$ cat config.mk
export PLATFORM = sky130hd
export DESIGN_NAME = rst_stby_ctrl
export DESIGN_NICKNAME = d
export VERILOG_FILES = /design/src/rtl/rsc_pkg.sv /design/src/rtl/rsc_rst_sync.sv /design/src/rtl/rsc_pwr_fsm.sv /design/src/rtl/rsc_aon_regs.sv /design/src/rtl/rst_stby_ctrl.sv
export SDC_FILE = /design/constraint.sdc
export NUM_CORES = 1
export LEC_CHECK = 0
export BUFFER_PORTS_ARGS = -buffer_cell sky130_fd_sc_hd__buf_2
export CAP_MARGIN = 0
export CORE_MARGIN = 4
export CORE_UTILIZATION = 45
export DETAILED_ROUTE_END_ITERATION = 10
export PLACE_DENSITY_LB_ADDON = 0.12
export REMOVE_ABC_BUFFERS = 1
export SYNTH_ARGS = -nofsm -noshare
export SYNTH_HDL_FRONTEND = slang
export SYNTH_SLANG_ARGS = --single-unit
$ cat constraint.sdc
create_clock -name clk_i -period 1.55 [get_ports clk_i]
set_input_delay 0.31 -clock clk_i [delete_from_list [all_inputs] [get_ports clk_i]]
set_output_delay 0.31 -clock clk_i [all_outputs]
set_load 0.01 [all_outputs]
$ cat src/rtl/rsc_pkg.sv
package rsc_pkg;

  typedef enum logic [1:0] {
    ST_STBY = 2'd0,
    ST_OSCW = 2'd1,
    ST_OPER = 2'd2
  } pwr_st_e;

  localparam int unsigned NUM_PERIPH  = 8;
  localparam int unsigned NUM_LVL_EN  = 6;
  localparam int unsigned STAT_W      = 2;
  localparam int unsigned STAT_COLD   = 0;
  localparam int unsigned STAT_WOKE   = 1;

  localparam logic [1:0] SEL_STAT   = 2'd0;
  localparam logic [1:0] SEL_TDATA  = 2'd1;
  localparam logic [1:0] SEL_TMATCH = 2'd2;

endpackage

$ cat src/rtl/rsc_rst_sync.sv
module rsc_rst_sync #(
  parameter int unsigned STAGES = 2
) (
  input  logic clk_i,
  input  logic arst_n_i,
  output logic srst_n_o
);

  logic [STAGES-1:0] chain_q;
  logic [STAGES-1:0] chain_d;

  generate
    if (STAGES > 1) begin : g_multi
      assign chain_d = {chain_q[STAGES-2:0], 1'b1};
    end else begin : g_single
      assign chain_d = 1'b1;
    end
  endgenerate

  always_ff @(posedge clk_i or negedge arst_n_i) begin
    if (!arst_n_i) chain_q <= '0;
    else           chain_q <= chain_d;
  end

  assign srst_n_o = chain_q[STAGES-1];

endmodule

$ cat src/rtl/rsc_pwr_fsm.sv
module rsc_pwr_fsm
  import rsc_pkg::*;
#(
  parameter int unsigned CNT_W  = 22,
  parameter int unsigned NPER   = NUM_PERIPH,
  parameter int unsigned NLVL   = NUM_LVL_EN
) (
  input  logic             clk_i,
  input  logic             rst_n_i,
  input  logic             wake_i,
  input  logic [CNT_W-1:0] wait_cycles_i,
  output logic             run_o,
  output logic             osc_en_o,
  output logic             woke_set_o,
  output logic [NPER-1:0]  periph_en_o
);

  localparam logic [CNT_W-1:0] CNT_ONE = CNT_W'(1);

  pwr_st_e          st_q, st_d;
  logic [CNT_W-1:0] cnt_q, cnt_d;
  logic             cnt_en;
  logic             cnt_zero;

  assign cnt_zero = (cnt_q == '0);

  always_comb begin
    st_d   = st_q;
    cnt_d  = cnt_q;
    cnt_en = 1'b0;
    unique case (st_q)
      ST_STBY: begin
        if (wake_i) begin
          st_d   = ST_OSCW;
          cnt_d  = wait_cycles_i;
          cnt_en = 1'b1;
        end
      end
      ST_OSCW: begin
        if (cnt_zero) begin
          st_d = ST_OPER;
        end else begin
          cnt_d  = cnt_q - CNT_ONE;
          cnt_en = 1'b1;
        end
      end
      ST_OPER: st_d = ST_OPER;
      default: st_d = ST_STBY;
    endcase
  end

  always_ff @(posedge clk_i or negedge rst_n_i) begin
    if (!rst_n_i) st_q <= ST_STBY;
    else          st_q <= st_d;
  end

  always_ff @(posedge clk_i or negedge rst_n_i) begin
    if (!rst_n_i)    cnt_q <= '0;
    else if (cnt_en) cnt_q <= cnt_d;
  end

  assign run_o      = (st_q == ST_OPER);
  assign osc_en_o   = (st_q != ST_STBY);
  assign woke_set_o = (st_q == ST_OSCW) && cnt_zero;

  // Lower group follows the standby level; upper group follows the state.
  generate
    for (genvar g = 0; g < NPER; g++) begin : g_en
      if (g < NLVL) begin : g_lvl
        assign periph_en_o[g] = run_o;
      end else begin : g_state
        assign periph_en_o[g] = (st_q == ST_OPER);
      end
    end
  endgenerate

  // the wait ends in Operating on the following edge
  assert_wait_done_R7: assert property (@(posedge clk_i) disable iff (!rst_n_i)
    (st_q == ST_OSCW && cnt_zero) |=> run_o);

  // a wake in Standby loads the wait count and enables the oscillator
  assert_wake_load_R7: assert property (@(posedge clk_i) disable iff (!rst_n_i)
    (!osc_en_o && wake_i) |=> (osc_en_o && cnt_q == $past(wait_cycles_i)));

  // Operating is left only through reset
  assert_stay_oper_R8: assert property (@(posedge clk_i) disable iff (!rst_n_i)
    run_o |=> run_o);

endmodule

$ cat src/rtl/rsc_aon_regs.sv
module rsc_aon_regs
  import rsc_pkg::*;
#(
  parameter int unsigned DW = 16
) (
  input  logic              clk_i,
  input  logic              por_rst_n_i,
  input  logic              sys_rst_n_i,
  input  logic              wr_en_i,
  input  logic [1:0]        wr_sel_i,
  input  logic [DW-1:0]     wr_data_i,
  input  logic              woke_set_i,
  output logic [DW-1:0]     tdata_o,
  output logic [DW-1:0]     tmatch_o,
  output logic [STAT_W-1:0] status_o
);

  logic          wr_stat, wr_td, wr_tm;
  logic          cold_q, cold_d;
  logic          woke_q, woke_d;
  logic [DW-1:0] tdata_q, tmatch_q;

  assign wr_stat = wr_en_i && (wr_sel_i == SEL_STAT);
  assign wr_td   = wr_en_i && (wr_sel_i == SEL_TDATA);
  assign wr_tm   = wr_en_i && (wr_sel_i == SEL_TMATCH);

  always_comb begin
    cold_d = cold_q;
    if (wr_stat && wr_data_i[STAT_COLD]) cold_d = 1'b0;
    woke_d = woke_q;
    if (woke_set_i)                           woke_d = 1'b1;
    else if (wr_stat && wr_data_i[STAT_WOKE]) woke_d = 1'b0;
  end

  // Power-on domain: only the power-on reset touches these.
  always_ff @(posedge clk_i or negedge por_rst_n_i) begin
    if (!por_rst_n_i) cold_q <= 1'b1;
    else              cold_q <= cold_d;
  end

  always_ff @(posedge clk_i or negedge por_rst_n_i) begin
    if (!por_rst_n_i) tdata_q <= '0;
    else if (wr_td)   tdata_q <= wr_data_i;
  end

  always_ff @(posedge clk_i or negedge por_rst_n_i) begin
    if (!por_rst_n_i) tmatch_q <= '0;
    else if (wr_tm)   tmatch_q <= wr_data_i;
  end

  // System domain.
  always_ff @(posedge clk_i or negedge sys_rst_n_i) begin
    if (!sys_rst_n_i) woke_q <= 1'b0;
    else              woke_q <= woke_d;
  end

  assign tdata_o              = tdata_q;
  assign tmatch_o             = tmatch_q;
  assign status_o[STAT_COLD]  = cold_q;
  assign status_o[STAT_WOKE]  = woke_q;

  // protected registers change only when written
  assert_tdata_hold_R4: assert property (@(posedge clk_i) disable iff (!por_rst_n_i)
    !wr_td |=> $stable(tdata_o));
  assert_tmatch_hold_R4: assert property (@(posedge clk_i) disable iff (!por_rst_n_i)
    !wr_tm |=> $stable(tmatch_o));

  // cold flag drops only after a write-one
  assert_cold_clear_R5: assert property (@(posedge clk_i) disable iff (!por_rst_n_i)
    $fell(status_o[STAT_COLD]) |-> $past(wr_stat && wr_data_i[STAT_COLD]));

  // entry to Operating sets the woke flag
  assert_woke_set_R6: assert property (@(posedge clk_i) disable iff (!sys_rst_n_i)
    woke_set_i |=> status_o[STAT_WOKE]);

endmodule

$ cat src/rtl/rst_stby_ctrl.sv
module rst_stby_ctrl
  import rsc_pkg::*;
#(
  parameter int unsigned DW          = 16,
  parameter int unsigned CNT_W       = 22,
  parameter int unsigned SYNC_STAGES = 2
) (
  input  logic             clk_i,
  input  logic             por_n_i,
  input  logic             pwrfail_n_i,
  input  logic             ureset_n_i,
  input  logic             wake_i,
  input  logic [CNT_W-1:0] wait_cycles_i,
  input  logic             wr_en_i,
  input  logic [1:0]       wr_sel_i,
  input  logic [DW-1:0]    wr_data_i,
  output logic             por_rst_n_o,
  output logic             sys_rst_n_o,
  output logic             run_o,
  output logic             osc_en_o,
  output logic [7:0]       periph_en_o,
  output logic [1:0]       status_o,
  output logic [DW-1:0]    tdata_o,
  output logic [DW-1:0]    tmatch_o
);

  logic any_rst_n;
  logic por_rst_n;
  logic sys_rst_n;
  logic woke_set;

  // Power-on reset is part of the combined request, so it forces system reset.
  assign any_rst_n = por_n_i & pwrfail_n_i & ureset_n_i;

  rsc_rst_sync #(.STAGES(SYNC_STAGES)) u_por_sync (
    .clk_i    (clk_i),
    .arst_n_i (por_n_i),
    .srst_n_o (por_rst_n)
  );

  rsc_rst_sync #(.STAGES(SYNC_STAGES)) u_sys_sync (
    .clk_i    (clk_i),
    .arst_n_i (any_rst_n),
    .srst_n_o (sys_rst_n)
  );

  rsc_pwr_fsm #(.CNT_W(CNT_W), .NPER(NUM_PERIPH), .NLVL(NUM_LVL_EN)) u_fsm (
    .clk_i         (clk_i),
    .rst_n_i       (sys_rst_n),
    .wake_i        (wake_i),
    .wait_cycles_i (wait_cycles_i),
    .run_o         (run_o),
    .osc_en_o      (osc_en_o),
    .woke_set_o    (woke_set),
    .periph_en_o   (periph_en_o)
  );

  rsc_aon_regs #(.DW(DW)) u_regs (
    .clk_i       (clk_i),
    .por_rst_n_i (por_rst_n),
    .sys_rst_n_i (sys_rst_n),
    .wr_en_i     (wr_en_i),
    .wr_sel_i    (wr_sel_i),
    .wr_data_i   (wr_data_i),
    .woke_set_i  (woke_set),
    .tdata_o     (tdata_o),
    .tmatch_o    (tmatch_o),
    .status_o    (status_o)
  );

  assign por_rst_n_o = por_rst_n;
  assign sys_rst_n_o = sys_rst_n;

  // system reset never released while power-on reset is held
  assert_sys_follows_por_R2: assert property (@(posedge clk_i) disable iff (!sys_rst_n)
    por_rst_n);

  // system reset holds the block in Standby
  assert_stby_forced_R3: assert property (@(posedge clk_i) disable iff (!por_rst_n)
    !sys_rst_n |-> (!run_o && !osc_en_o));

  // no peripheral enabled without the oscillator running
  assert_en_needs_osc_R9: assert property (@(posedge clk_i) disable iff (!sys_rst_n)
    (periph_en_o != '0) |-> osc_en_o);

endmodule

# Word level (Yosys, flattened, before mapping)
# Index checks and enable logic that the tools add are counted.
[classes]
n_bitwise = 2
n_reduce_logical = 14
eq_ne = 7
n_addsub = 1
mux = 11
[op_table]
columns = ["op", "n"]
rows = [
  ["$mux W22", 2],
  ["$pmux W22 S2", 1],
  ["$logic_not A22 Y1", 1],
  ["$sub A22 B1 Y22 const B", 1],
  ["$logic_and A1 B1 Y1", 6],
  ["$pmux W2 S3", 1],
  ["$reduce_bool A2 Y1", 3],
  ["$eq A2 B1 Y1 const B", 2],
  ["$eq A2 B2 Y1 const B", 2],
  ["$logic_not A2 Y1", 2],
  ["$mux W1", 4],
  ["$mux W2", 2],
  ["$ne A2 B2 Y1 const B", 2],
  ["$reduce_and A4 Y1", 1],
  ["$and A1 B1 Y1", 2],
  ["$ne A2 B1 Y1 const B", 1],
  ["$pmux W1 S2", 1],
  ["$reduce_and A2 Y1", 1],
]
[word_totals]
wordCells = 43
input_bits = 46
output_inout_bits = 46
ff_bits = 62

# Depth between registers and ports, before layout
# Gate-level depths: netlist of the first run.
[depth]
word_depth = 5
mapped_depth = 9
mapped_depth_nobuf = 7

# Cells and area by module
# From an unflattened synthesis of the first run, not the netlist that was laid out.
[unflattened]
hier_cells = 284
hier_area_um2 = 3214.3
[modules_own_cells]
columns = ["module", "cells_per_inst", "seq_area_each_um2", "n_inst", "area_each_um2"]
rows = [
  ["rsc_pwr_fsm", 201, 600.6, 1, 1701.6],
  ["rsc_aon_regs", 76, 852.1, 1, 1398.8],
  ["rsc_rst_sync", 3, 50.0, 2, 53.8],
  ["rst_stby_ctrl", 1, 0.0, 1, 6.3],
]

# Least setup slack after synthesis of the first run
# Ideal clock, no wire load.
[synth_timing]
path_kind = "register -> register"
from = "register u_fsm.cnt_q[10]"
to = "register u_fsm.st_q[0]"
path_slack_ns = -0.738
setup_ns = 0.125
arrival_ns = 2.163
period_less_slack_ns = 2.288
required_time_ns = 1.425
n_path_buf = 1
path_stages_with_launch = 7
path_cell_list = "dfrtp_1 > or4_4 > or4b_1 > buf_6 > o21ai_4 > nand2_2 > mux2_4"
[synth_via]
elab_chain_cells = 3
[synth_lines]
columns = ["element", "line_no", "source"]
rows = [
  ["start, declared", "rsc_pwr_fsm.sv:21", "logic [CNT_W-1:0] cnt_q, cnt_d;"],
  ["start signal, assigned", "rsc_pwr_fsm.sv:59", "else if (cnt_en) cnt_q <= cnt_d;"],
  ["$logic_not A22 Y1", "rsc_pwr_fsm.sv:25", "assign cnt_zero = (cnt_q == '0);"],
  ["$ne A2 B1 Y1 (no source line)", "--", ""],
  ["$reduce_and A2 Y1 (no source line)", "--", ""],
  ["end signal, assigned", "rsc_pwr_fsm.sv:54", "else st_q <= st_d;"],
  ["end, declared", "rsc_pwr_fsm.sv:20", "pwr_st_e st_q, st_d;"],
]
# No other way between the ends.
# A chain may end at the register's enable or synchronous reset.

# Final worst setup path of the first run
# Ends and elaborated chain as after synthesis.

==> impl_summary.md, run 1 <==
Timing
On the final layout, the worst hold slack is 0.152 ns. The count of final hold-check violations came to 0. Derived from the worst setup path, the maximum achievable clock frequency is ~430 MHz. The post-route clock period utilization is 1.49.

The smallest clock period supported by the final layout is computed as about 2.3 ns. The setup TNS after final layout is -18.11 ns. Once routing completed, OpenROAD measured the worst setup slack at -0.761 ns.

Setup violations remaining at the end of the flow were counted as 35. Setup repair after global routing could not meet its margin everywhere. The number of pins exceeding their max-slew limit in the final report came to 0. The worst clock skew on the final layout is about 0.011 ns.

GRT
The via count of the first global-routing pass is 3104. The initial antenna violation count was 0. The final global-route overflow total is 0. Entering global routing, the biggest net connects 34 pins.

The wire length of the first global-routing pass is around 15000 microns. The total routing usage reported by global routing is 0.222.

Logic synthesis
The Yosys step of the flow raised 0 warnings. Summing every instance area after synthesis gives about 3200 sq um. The mean cell area of the mapped netlist is 10.8 sq um.

The cell taking the most area after synthesis is sky130_fd_sc_hd__dfrtp_1. The number of instances in the synthesized netlist is 295. The dominant register cell in the synthesized netlist is sky130_fd_sc_hd__dfrtp_1.

Counting flops with a built-in enable in the synthesized netlist gives 0. For this run, the register share of the synthesized area comes to 0.486. The number of distinct library cells after synthesis is 55. After synthesis, the share of flip-flops with an asynchronous set or reset is 1.00. The top cell type's share of synthesized area is 0.478. The commonest cells after synthesis are 61 x sky130_fd_sc_hd__dfrtp_1, 32 x sky130_fd_sc_hd__mux2_2, 19 x sky130_fd_sc_hd__nor2_1, 16 x sky130_fd_sc_hd__nand3_1, 15 x sky130_fd_sc_hd__nand2_1. Yosys attributes the largest share of cell area to sky130_fd_sc_hd__dfrtp_1 48%, sky130_fd_sc_hd__mux2_2 11%, sky130_fd_sc_hd__buf_4 2.6%. The cell with the most instances after synthesis is sky130_fd_sc_hd__dfrtp_1.

The number of register bits inferred by synthesis is between 60 and 70.

CTS
The maximum buffer depth of the clock tree is 2. The H-tree was split into 3 levels. The clock transition at the registers of the reported paths is about 0.080 ns. TritonCTS built the clock tree. The latest clock arrival within the worst-skew pair is between 0.3 and 0.4 ns. The number of clock buffers added by TritonCTS is 9. The tree is rooted in a sky130_fd_sc_hd__clkbuf_8. The tree built by TritonCTS fans out to 62 sinks.

Final layout
Compared with the post-synthesis result, the final layout area differs by 51.7%. The count of filler cells inserted in the layout is between 500 and 600. Summing all non-filler instances in the final layout gives an area of around 4800 sq um. The total number of nets in the final design is between 500 and 600. The share of final-layout standard cells stronger than drive strength 1 is 0.561. At the end of the flow the core is filled with cells to 0.709.

The count of antenna diodes in the layout is 0.

Die
In this run the core area contains 30 standard-cell rows. In this run the vertical extent of the chip is 92.2 microns. The core area is between 6000 and 7000 sq um. During I/O placement, the number of pins put on the boundary was between 90 and 100. The initial core utilization is 0.467.

From left edge to right edge, the die measures 92.2 microns. The area of the die is approximately 8500 sq um.

Placed design
The count of port buffers added during placement is 91. Once detailed placement completed, the half-perimeter wirelength came to between 6000 and 7000 microns. The routability-driven placement congestion ratio is between 0.8 and 0.9.

Once placement finished, the instance area stood at about 4200 sq um.

Flow run
Max-cap violations in this run came to 0.

Power and ir drop
The power density over the cells is around 1800 nW/um^2. The internal power of the cells totals about 0.0055 W. The reported net switching power is between 0.003 and 0.004 W. The total design power is between 0.008 and 0.009 W. The proportion of power drawn by combinational gates is 0.544. The leakage power is between 2 and 2.5 nW. The worst vdd rail ir drop is slightly below 0.8 mV. Of the total power, the share spent switching nets is 0.362.

The share of total power dissipated in the clock network is 0.182. The part of the total power dissipated in sequential elements is 0.274.

Critical path
STA classifies the critical path startpoint as a flop. The worst setup path is captured at a flop. The arrival time of data at the critical path endpoint is between 2 and 3 ns. The critical-path maximum fanout is 6. The worst setup path is of the reg -> reg kind.

The required time at the worst-slack endpoint is between 1.5 and 2 ns.

Drt
For this run, design rule violations remaining after detail routing come to 0. The total detailed-routing wirelength is just over 9000 microns. After detailed routing, the average wire length per cell comes to approximately 16 microns. The post-route antenna net violation count is 0.

The iteration count of the initial detailed-routing pass is 4. The via count of the routed design is between 3000 and 4000. The via density per instance is around 5.3. The first routing iteration left approximately 120 violations.

Outcome
The final reports fail on negative setup slack. The run finished, with violations left.

Worst hold path
The worst min-delay path category is in -> reg.
logic make-up (layout without fill, tap and decap cells):
logic type | Yosys count | after routing | share of synthesized area
AND/OR/NAND/NOR | 95 | 95 | 0.165
AO/OA/AOI/OAI | 63 | 63 | 0.140
flip-flops | 62 | 62 | 0.486
multiplexers | 39 | 39 | 0.138
buffers and inverters | 30 | 210 | 0.0506
adder cells (fa/ha/maj) | 5 | 5 | 0.0196
other | 1 | 2 | 0.00117
worst paths after layout:
| check | startpoint | slack (ns) | endpoint | depth (start not counted) |
|---|---|---|---|---|
| hold reg to reg | u_sys_sync.chain_q[1] | 0.29 | u_fsm.cnt_q[7] | 1 |
| hold / removal | wr_data_i[0] | 0.15 | u_regs.cold_q | 2 |
| setup / recovery | u_fsm.cnt_q[10] | -0.76 | u_fsm.st_q[0] | 6 |
| setup reg to reg | u_fsm.cnt_q[10] | -0.76 | u_fsm.st_q[0] | 6 |
| min in group asynchronous | u_sys_sync.chain_q[1] | 0.29 | u_fsm.cnt_q[7] | 1 |
| max in group asynchronous | por_n_i | 0.43 | u_sys_sync.chain_q[0] | 4 |
power groups by stage:
stage | Combinational, W | Clock [W] | Sequential (W)
after floorplan | 0.00174 | 0 | 0.00258
final | 0.00471 | 0.00158 | 0.00238
after global routing | 0.00507 | 0.00167 | 0.00244
after CTS | 0.00450 | 0.00158 | 0.00237
after detailed placement | 0.00385 | 0 | 0.00238
after global placement | 0.00377 | 0 | 0.00236
worst max-delay path, cell delays in order, from the launching register on:
cell                      delay [ns]
sky130_fd_sc_hd__dfrtp_1        0.39
sky130_fd_sc_hd__or4_4          0.54
sky130_fd_sc_hd__or4b_4         0.53
sky130_fd_sc_hd__buf_8          0.17
sky130_fd_sc_hd__o21ai_4        0.17
sky130_fd_sc_hd__nand2_2        0.10
sky130_fd_sc_hd__mux2_4         0.30
flip-flops by register name, indices dropped and copies added (netlist names):
| register | cells |
|---|---|
| u_regs.tmatch_o | 16 |
| u_regs.woke_q | 1 |
| u_regs.cold_q | 1 |
| u_sys_sync.chain_q | 2 |
| u_fsm.cnt_q | 22 |
| u_fsm.st_q | 2 |
| u_regs.tdata_o | 16 |
| u_por_sync.chain_q | 2 |
per-layer routing:
layer / vias up / wire [microns] / share of wire / global-route usage
li1: 1431 / - / - / -
met1: 1468 / 3750 / 0.40 / 0.266
met2: 95 / 4870 / 0.52 / 0.388
met3: 10 / 554 / 0.060 / 0.0623
met4: 0 / 114 / 0.012 / 0.0631
met5: - / 0 / 0 / 0
area by class of cell:
type	instances	area, sq um	share of cell area
multi-input combinational	204	1630	0.337
sequential	62	1550	0.321
timing repair buffer	187	1290	0.267
clock buffer	10	128	0.0264
tap	96	120	0.0248
clock inverter	6	86.3	0.0178
inverter	7	28.8	0.00594
placed cells by master, fill, tap and decap left out, drive strengths merged, types with 4 or more instances in the layout:
cell type | Yosys | routed
mux2 | 34 | 34
nand2 | 16 | 16
a31oi | 4 | 4
o22ai | 9 | 9
a21oi | 13 | 13
or3 | 4 | 4
nor2 | 19 | 19
dfrtp | 61 | 61
o22a | 5 | 5
buf | 12 | 184
nand2b | 5 | 5
clkbuf | 11 | 10
inv | 7 | 7
nor4 | 8 | 8
nand3 | 16 | 16
o21ai | 11 | 11
ha | 5 | 5
mux2i | 5 | 5
nor3 | 11 | 11
timing repair:
action | 4_1_cts | 5_1_grt
resized for setup | 39 | 23
endpoints found under the setup margin | 35 | 35
endpoints found under the hold margin | 4 | 0
pin swaps | 10 | 6
buffers inserted | 9 | 3
hold buffers | 3 | 0
metrics by stage:
step	setup WS (ns)	std cells
2_1_floorplan	-1.75	273
3_3_place_gp	-0.785	541
3_5_place_dp	-0.817	541
4_1_cts	-0.720	569
5_1_grt	-0.793	572
6_report	-0.761	572
(Power assumes the default switching activity.)
==> run 2, diff against run 1 <==
--- a/config.mk
+++ b/config.mk
@@ -10,3 +10,3 @@
 export CORE_MARGIN = 4
-export CORE_UTILIZATION = 45
+export CORE_UTILIZATION = 52
 export DETAILED_ROUTE_END_ITERATION = 10
==> constraint.sdc (replaced) <==
create_clock -name clk_i -period 1.55 [get_ports clk_i]
set_input_delay 0.465 -clock clk_i [delete_from_list [all_inputs] [get_ports clk_i]]
set_output_delay 0.465 -clock clk_i [all_outputs]
set_load 0.01 [all_outputs]
==> run 2 against run 1 <==
  * The flow still finishes with violations (negative setup slack)
  * Sequential share of layout area grew 0.39 points
  * Final cell count shrank 3.7%
  * Global-route usage grew 3.6 points
  * Register-to-register slack is essentially flat
==> impl_summary.md, run 2 (same netlist as run 1, synthesis figures left out) <==
Timing
The upper clock frequency limit is 433 MHz (about the same). The count of final hold-check violations came to 0 (unchanged). Setup repair after global routing could not meet its margin everywhere. The worst path setup slack after routing came to -0.762 ns (-0.00110 ns). Headroom to the max-slew limit came out at 0.633. The worst clock skew on the final layout is 0.00805 ns (-0.00284 ns). The setup violation total in the final timing report was 35 (unchanged).

The slew at the pin closest to its max-slew limit is approximately 0.55 ns. The post-route clock period utilization was 1.49 (about the same). The number of pins exceeding their max-slew limit in the final report is 0 (unchanged).

The clock period minus final worst setup slack is 2.31 ns (+0.00110 ns).

Final layout
The total number of nets in the final design is 522 (unchanged). The signed area change from the synthesized netlist to the final layout is 49.9%. The number of flip-flops under the largest register name is 22 (unchanged). The final design utilization came to 0.803 (+0.0946). The count of filler cells inserted in the layout is 402 (-25%).

In the layout the commonest cells are 81 x sky130_fd_sc_hd__buf_2, 81 x sky130_fd_sc_hd__buf_4, 61 x sky130_fd_sc_hd__dfrtp_1, 32 x sky130_fd_sc_hd__mux2_2, 23 x sky130_fd_sc_hd__buf_6. The final standard cell count with taps included and fillers excluded is 551 (-3.7%). The share of final-layout standard cells stronger than drive strength 1 was 0.567 (+0.00630). The count of antenna diodes in the layout is 0 (unchanged). Counting flops per register, the top entry is u_fsm.cnt_q.

GRT
The initial antenna violation count came to 1 (+1). The final global-route overflow total is 0 (unchanged). The total routing usage reported by global routing was 0.258 (+0.0358). The maximum number of pins on one net before global-route repair came to 34 (unchanged). The wire length of the first global-routing pass is 15000 microns (+0.74%). The via count of the first global-routing pass came to 3129 (+0.81%).

CTS
The clock transition at the registers of the reported paths is 0.08 ns (about the same). The maximum buffer depth of the clock tree was 2 (unchanged). TritonCTS built the clock tree. The level count of the clock H-tree is 3 (unchanged). In this run the clock root is driven by a sky130_fd_sc_hd__clkbuf_8.

The clock buffer count from CTS came to 9 (unchanged). The latest clock arrival within the worst-skew pair is 0.34 ns (about the same). The count of clock tree sinks was 62 (unchanged).

Placed design
The HPWL after detailed placement came to 6570 microns (-2.9%). The cell count after placement was 521 (-3.7%). The count of port buffers added during placement is 91 (unchanged). The routability-driven placement congestion ratio is 0.875 (+0.32%). The worst slack at placement is -0.827 ns (-0.0100 ns).

Drt
The detailed-route DRC error count is 0 (unchanged). The via count of the routed design is 3057 (+1.8%). The post-route antenna net violation count came to 0 (unchanged). The average wire per cell in the routed design is 16.8 microns (+3.7%).

The via density per instance is 5.55 (+5.6%). The iteration count of the initial detailed-routing pass is 4 (unchanged). The total detailed-routing wirelength is 9280 microns (about the same). The number of DRC markers after the initial detailed-route iteration was 271 (+130%).

Critical path
The arrival time of data at the critical path endpoint is 2.53 ns (about the same). The required time at the worst-slack endpoint is 1.77 ns (about the same). The signal on the critical path passes through or4_4, or4b_4, buf_6, o21ai_4, nand2_2, mux2_4.

The family of cells with the greatest summed delay on the critical path is simple AND/OR/NAND/NOR gates. The critical path buffer and inverter count is 1 (unchanged). The endpoint kind of the worst setup timing path is a flop.

The worst setup path is launched from a flop. The critical path class is reg -> reg. The critical-path maximum fanout was 4 (-2).

The slowest cell on the critical path is sky130_fd_sc_hd__or4_4. The largest stage delay on the critical path is 0.54 ns (about the same).

Die
The number of ports placed on the die boundary was 92 (unchanged). The core area is 5960 sq um (-13%). The initial core utilization was 0.536 (+0.0687). The number of placement rows is 28 (-6.7%). The width of the die is 86.3 microns (-6.4%). The area of the die came to 7460 sq um (-12%). The die span in y is 86.3 microns (-6.4%).

Power and ir drop
The power density over the cells is 1760 nW/um^2 (-1.7%). The switching share of total power is 0.377 (+0.0149). The total design power was 0.00842 W (-2.9%).

The leakage power is 2.22 nW (-0.56%). The proportion of power drawn by the clock network is 0.150 (-0.032). The worst vdd rail ir drop is 1.22 mV (+53%). The reported net switching power came to 0.00317 W (+1.1%). The proportion of power drawn by combinational gates is 0.563 (+0.019). The part of the total power dissipated in sequential elements came to 0.287 (+0.013).

The cell-internal power is 0.00525 W (-5.1%).

Outcome
The run finished, with violations left. The checks that failed: negative setup slack.

Worst hold path
The worst min-delay path category is in -> async.

Flow run
The number of max-capacitance violations reported is 0 (unchanged).
==> run 2: stage by stage <==
| step | setup TNS (ns) | hold WS [ns] | area, sq um |
|---|---|---|---|
| after CTS | -18.98 | 0.0125 | 4690 |
| after detailed placement | -17.94 | 0.265 | 4240 |
| final | -19.51 | 0.0237 | 4780 |
| after global routing | -21.88 | 0.0195 | 4780 |
| after global placement | -17.19 | 0.265 | 4240 |
| after floorplan | -33.34 | 0.169 | 3060 |
==> run 2: cell type report <==
cell class                      instances  area [sq um]  share of cell area
Tap cell                               75          93.8              0.0196
Clock buffer                            9           124              0.0259
Timing Repair Buffer                  187          1300               0.272
Inverter                                7          28.8             0.00601
Multi-Input combinational cell        204          1630               0.342
Sequential cell                        62          1550               0.325
Clock inverter                          7          48.8              0.0102
==> run 2: what timing repair did <==
action	4_1_cts	5_1_grt
setup endpoints to repair	35	35
cloned	0	0
buffers inserted	13	3
pin swaps	13	12
hold endpoints to repair	2	0
hold buffers	1	0
gates resized for setup	43	21
==> run 2: power by group through the flow <==
stage               clock, W  sequential [W]  combinational (W)
floorplan                  0         0.00258            0.00174
global placement           0         0.00239            0.00374
detailed placement         0         0.00241            0.00382
CTS                  0.00129         0.00239            0.00440
global route         0.00136         0.00247            0.00511
finish               0.00126         0.00242            0.00474
==> run 2: per-layer routing <==
| metal | track usage | vias up | routed length (microns) |
|---|---|---|---|
| li1 | - | 1440 | - |
| met1 | 0.338 | 1487 | 4040 |
| met2 | 0.408 | 107 | 4390 |
| met3 | 0.0513 | 21 | 608 |
| met4 | 0.127 | 2 | 227 |
| met5 | 0 | - | 13 |
==> run 2: path summary, 6_finish.rpt <==
check	cells after the start	endpoint	slack, ns	startpoint
max	6	u_fsm.st_q[1]	-0.76	u_fsm.cnt_q[10]
min	2	u_sys_sync.chain_q[0]	0.02	pwrfail_n_i
max reg2reg	6	u_fsm.st_q[1]	-0.76	u_fsm.cnt_q[10]
min reg2reg	1	u_regs.tdata_o[0]	0.35	u_por_sync.chain_q[1]
max in group asynchronous	3	u_sys_sync.chain_q[1]	0.80	por_n_i
min in group clk_i	2	u_regs.cold_q	0.32	wr_data_i[0]
==> run 3, diff against run 2 <==
Settings changed: CORE_UTILIZATION 52 to 45, CTS_BUF_LIST set to sky130_fd_sc_hd__clkbuf_8.
==> run 3 against run 2 <==
  * The run still ends with negative setup slack left
  * Setup slack gained 0.0017 ns
  * Count of clock-buffer cells in the layout unchanged
  * Cell area up 0.94%
==> impl_summary.md, run 3 (same netlist as run 1, synthesis figures left out) <==
Outcome
The flow ran to the end, but the final reports show violations. The checks that failed: negative setup slack.

Timing
The worst path setup slack after routing was -0.760 ns (+0.00166 ns). Setup repair after global routing could not meet its margin everywhere. The post-route clock period utilization is 1.49 (about the same). The upper clock frequency limit is 433 MHz (about the same). The count of final hold-check violations came to 0 (unchanged). The worst hold slack is 0.0302 ns (+0.00648 ns). The worst clock skew on the final layout is 0.0108 ns (+0.00272 ns).

The setup TNS after final layout was -18.63 ns (+0.883 ns). The clock period minus final worst setup slack is 2.31 ns (-0.00166 ns). The setup violation total in the final timing report is 35 (unchanged). The number of pins exceeding their max-slew limit in the final report is 0 (unchanged).

Power and ir drop
The power density over the cells is 1790 nW/um^2 (+2.0%). The leakage power was 2.23 nW (+0.61%). The worst vdd rail ir drop is 0.795 mV (-35%).

Final layout
In the layout the commonest cells are 85 x sky130_fd_sc_hd__buf_4, 81 x sky130_fd_sc_hd__buf_2, 61 x sky130_fd_sc_hd__dfrtp_1, 32 x sky130_fd_sc_hd__mux2_2, 19 x sky130_fd_sc_hd__buf_6. The final design utilization is 0.707 (-0.0964). Counting flops per register, the top entry is u_fsm.cnt_q. The count of antenna diodes in the layout is 0 (unchanged). The total number of nets in the final design was 522 (unchanged).

The final instance area came to 4830 sq um (+0.94%). Compared with the post-synthesis result, the final layout area differs by 51.3%. The share of final-layout standard cells stronger than drive strength 1 is 0.565 (-0.00210). The final standard cell count with taps included and fillers excluded is 572 (+3.8%). The library cell used most frequently in the layout, excluding fill and tap cells, is sky130_fd_sc_hd__buf_4. The number of flip-flops under the largest register name is 22 (unchanged).

Flow run
The number of max-capacitance violations reported was 0 (unchanged).

Critical path
The largest stage delay on the critical path is 0.54 ns (about the same). The critical-path maximum fanout is 6 (+2). The startpoint kind of the worst setup timing path is a flop. The worst flop-to-flop path endpoint is u_fsm.st_q[0]. The worst register-to-register path begins at u_fsm.cnt_q[10].

The worst setup path is of the reg -> reg kind. The required time at the worst-slack endpoint came to 1.77 ns (about the same). Traced cell by cell, the critical path runs through or4_4, or4b_4, buf_8, o21ai_4, nand2_2, mux2_4.

On the critical path, the stage with the largest delay is an instance of sky130_fd_sc_hd__or4_4. The cell count of the worst reg-to-reg path is 6 (unchanged). The endpoint kind of the worst setup timing path is a flop. The arrival time of data at the critical path endpoint was 2.53 ns (about the same). The worst reg-to-reg setup slack is -0.76 ns (about the same).

CTS
The level count of the clock H-tree is 3 (unchanged). The count of clock tree sinks is 62 (unchanged). The clock buffer count from CTS is 9 (unchanged).

The clock tree from TritonCTS is done. The master cell of the clock root buffer is sky130_fd_sc_hd__clkbuf_8. The maximum buffer depth of the clock tree was 2 (unchanged). The clock transition at the registers of the reported paths came to 0.08 ns (about the same). The latest clock arrival within the worst-skew pair came to 0.34 ns (about the same).

Die
The number of placement rows was 30 (+7.1%). The initial core utilization came to 0.467 (-0.0687). The number of ports placed on the die boundary is 92 (unchanged).

The core area is 6830 sq um (+15%). The width of the die came to 92.2 microns (+6.8%). The die span in y came to 92.2 microns (+6.8%).

The area of the die was 8500 sq um (+14%).

GRT
The wire length of the first global-routing pass is 14600 microns (-2.6%). The maximum number of pins on one net before global-route repair was 34 (unchanged). The final global-route overflow total is 0 (unchanged). The initial antenna violation count was 0 (-1). The total routing usage reported by global routing is 0.217 (-0.0405). The via count of the first global-routing pass is 3055 (-2.4%).

Drt
The average wire per cell in the routed design is 16.2 microns (-3.7%). The via density per instance is 5.22 (-5.9%). The total detailed-routing wirelength is 9270 microns (about the same). The post-route antenna net violation count is 0 (unchanged). The number of DRC markers after the initial detailed-route iteration is 145 (-46%).

The detailed-route DRC error count was 0 (unchanged). The via count of the routed design was 2985 (-2.4%). The iteration count of the initial detailed-routing pass is 4 (unchanged).

Placed design
The count of port buffers added during placement is 91 (unchanged). The cell count after placement is 541 (+3.8%). The area after detailed placement is 4240 sq um (+0.15%). The HPWL after detailed placement is 6770 microns (+2.9%).

The routability-driven placement congestion ratio is 0.872 (-0.32%).

Worst hold path
The min-delay analysis places its worst path in the category in -> async.
==> run 3: changes by cell type in the layout (fill, tap and decap cells not counted), sizes merged <==
cell | before | now
bufinv | 0 | 2
clkinv | 2 | 3
clkinvlp | 4 | 1
==> run 3: what timing repair did <==
| item | in CTS | in global routing |
|---|---|---|
| pin swaps | 9 | 7 |
| buffers inserted | 7 | 8 |
| setup endpoints to repair | 35 | 35 |
| endpoints found under the hold margin | 2 | 0 |
| resized for setup | 24 | 38 |
| hold buffers | 1 | 0 |
==> run 3: worst max-delay path by stage <==
stage	startpoint	slack, ns	end	cells past startpoint
6_report	u_fsm.cnt_q[10]	-0.76	u_fsm.st_q[0]	6
2_1_floorplan	u_fsm.st_q[1]	-1.75	u_fsm.cnt_q[11]	7
3_5_place_dp	u_fsm.cnt_q[10]	-0.82	u_fsm.st_q[0]	6
3_3_place_gp	u_fsm.cnt_q[10]	-0.78	u_fsm.st_q[1]	6
4_1_cts	u_fsm.cnt_q[10]	-0.72	u_fsm.st_q[0]	6
5_1_grt	u_fsm.cnt_q[10]	-0.79	u_fsm.st_q[1]	6
==> run 3: power breakdown <==
group | switching, W | internal, W | total (W)
logic | 0.00219 | 0.00253 | 0.00472
registers | 0.000276 | 0.00210 | 0.00238
clock network | 0.000675 | 0.000897 | 0.00157
total | 0.00314 | 0.00553 | 0.00867
==> run 3: worst max-delay path: cells and delay by family (launching register included) <==
| kind | cells | cell delay, ns |
|---|---|---|
| simple gates | 3 | 1.17 |
| flops | 1 | 0.39 |
| mux | 1 | 0.30 |
| buf+inv | 1 | 0.17 |
| compound gates | 1 | 0.17 |
==> run 3: metrics by stage <==
stage	power (W)	worst slack (ns)
2_1_floorplan	0.00432	-1.75
3_3_place_gp	0.00613	-0.785
3_5_place_dp	0.00623	-0.817
4_1_cts	0.00816	-0.720
5_1_grt	0.00917	-0.794
6_report	0.00867	-0.760
==> run 3: layout make-up <==
cell class                      instances  area [sq um]
Clock buffer                            9           124
Clock inverter                          7          90.1
Fill cell                             528          2000
Inverter                                7          28.8
Multi-Input combinational cell        204          1630
Sequential cell                        62          1550
Tap cell                               96           120
Timing Repair Buffer                  187          1280
==> run 3: per-layer routing <==
metal | wire length [microns] | vias to the layer above | share of wire | global-route usage
li1 | - | 1433 | - | -
met2 | 4820 | 90 | 0.52 | 0.375
met4 | 129 | 0 | 0.014 | 0.0631
met5 | 0 | - | 0 | 0
met1 | 3730 | 1450 | 0.40 | 0.262
met3 | 590 | 12 | 0.064 | 0.0623
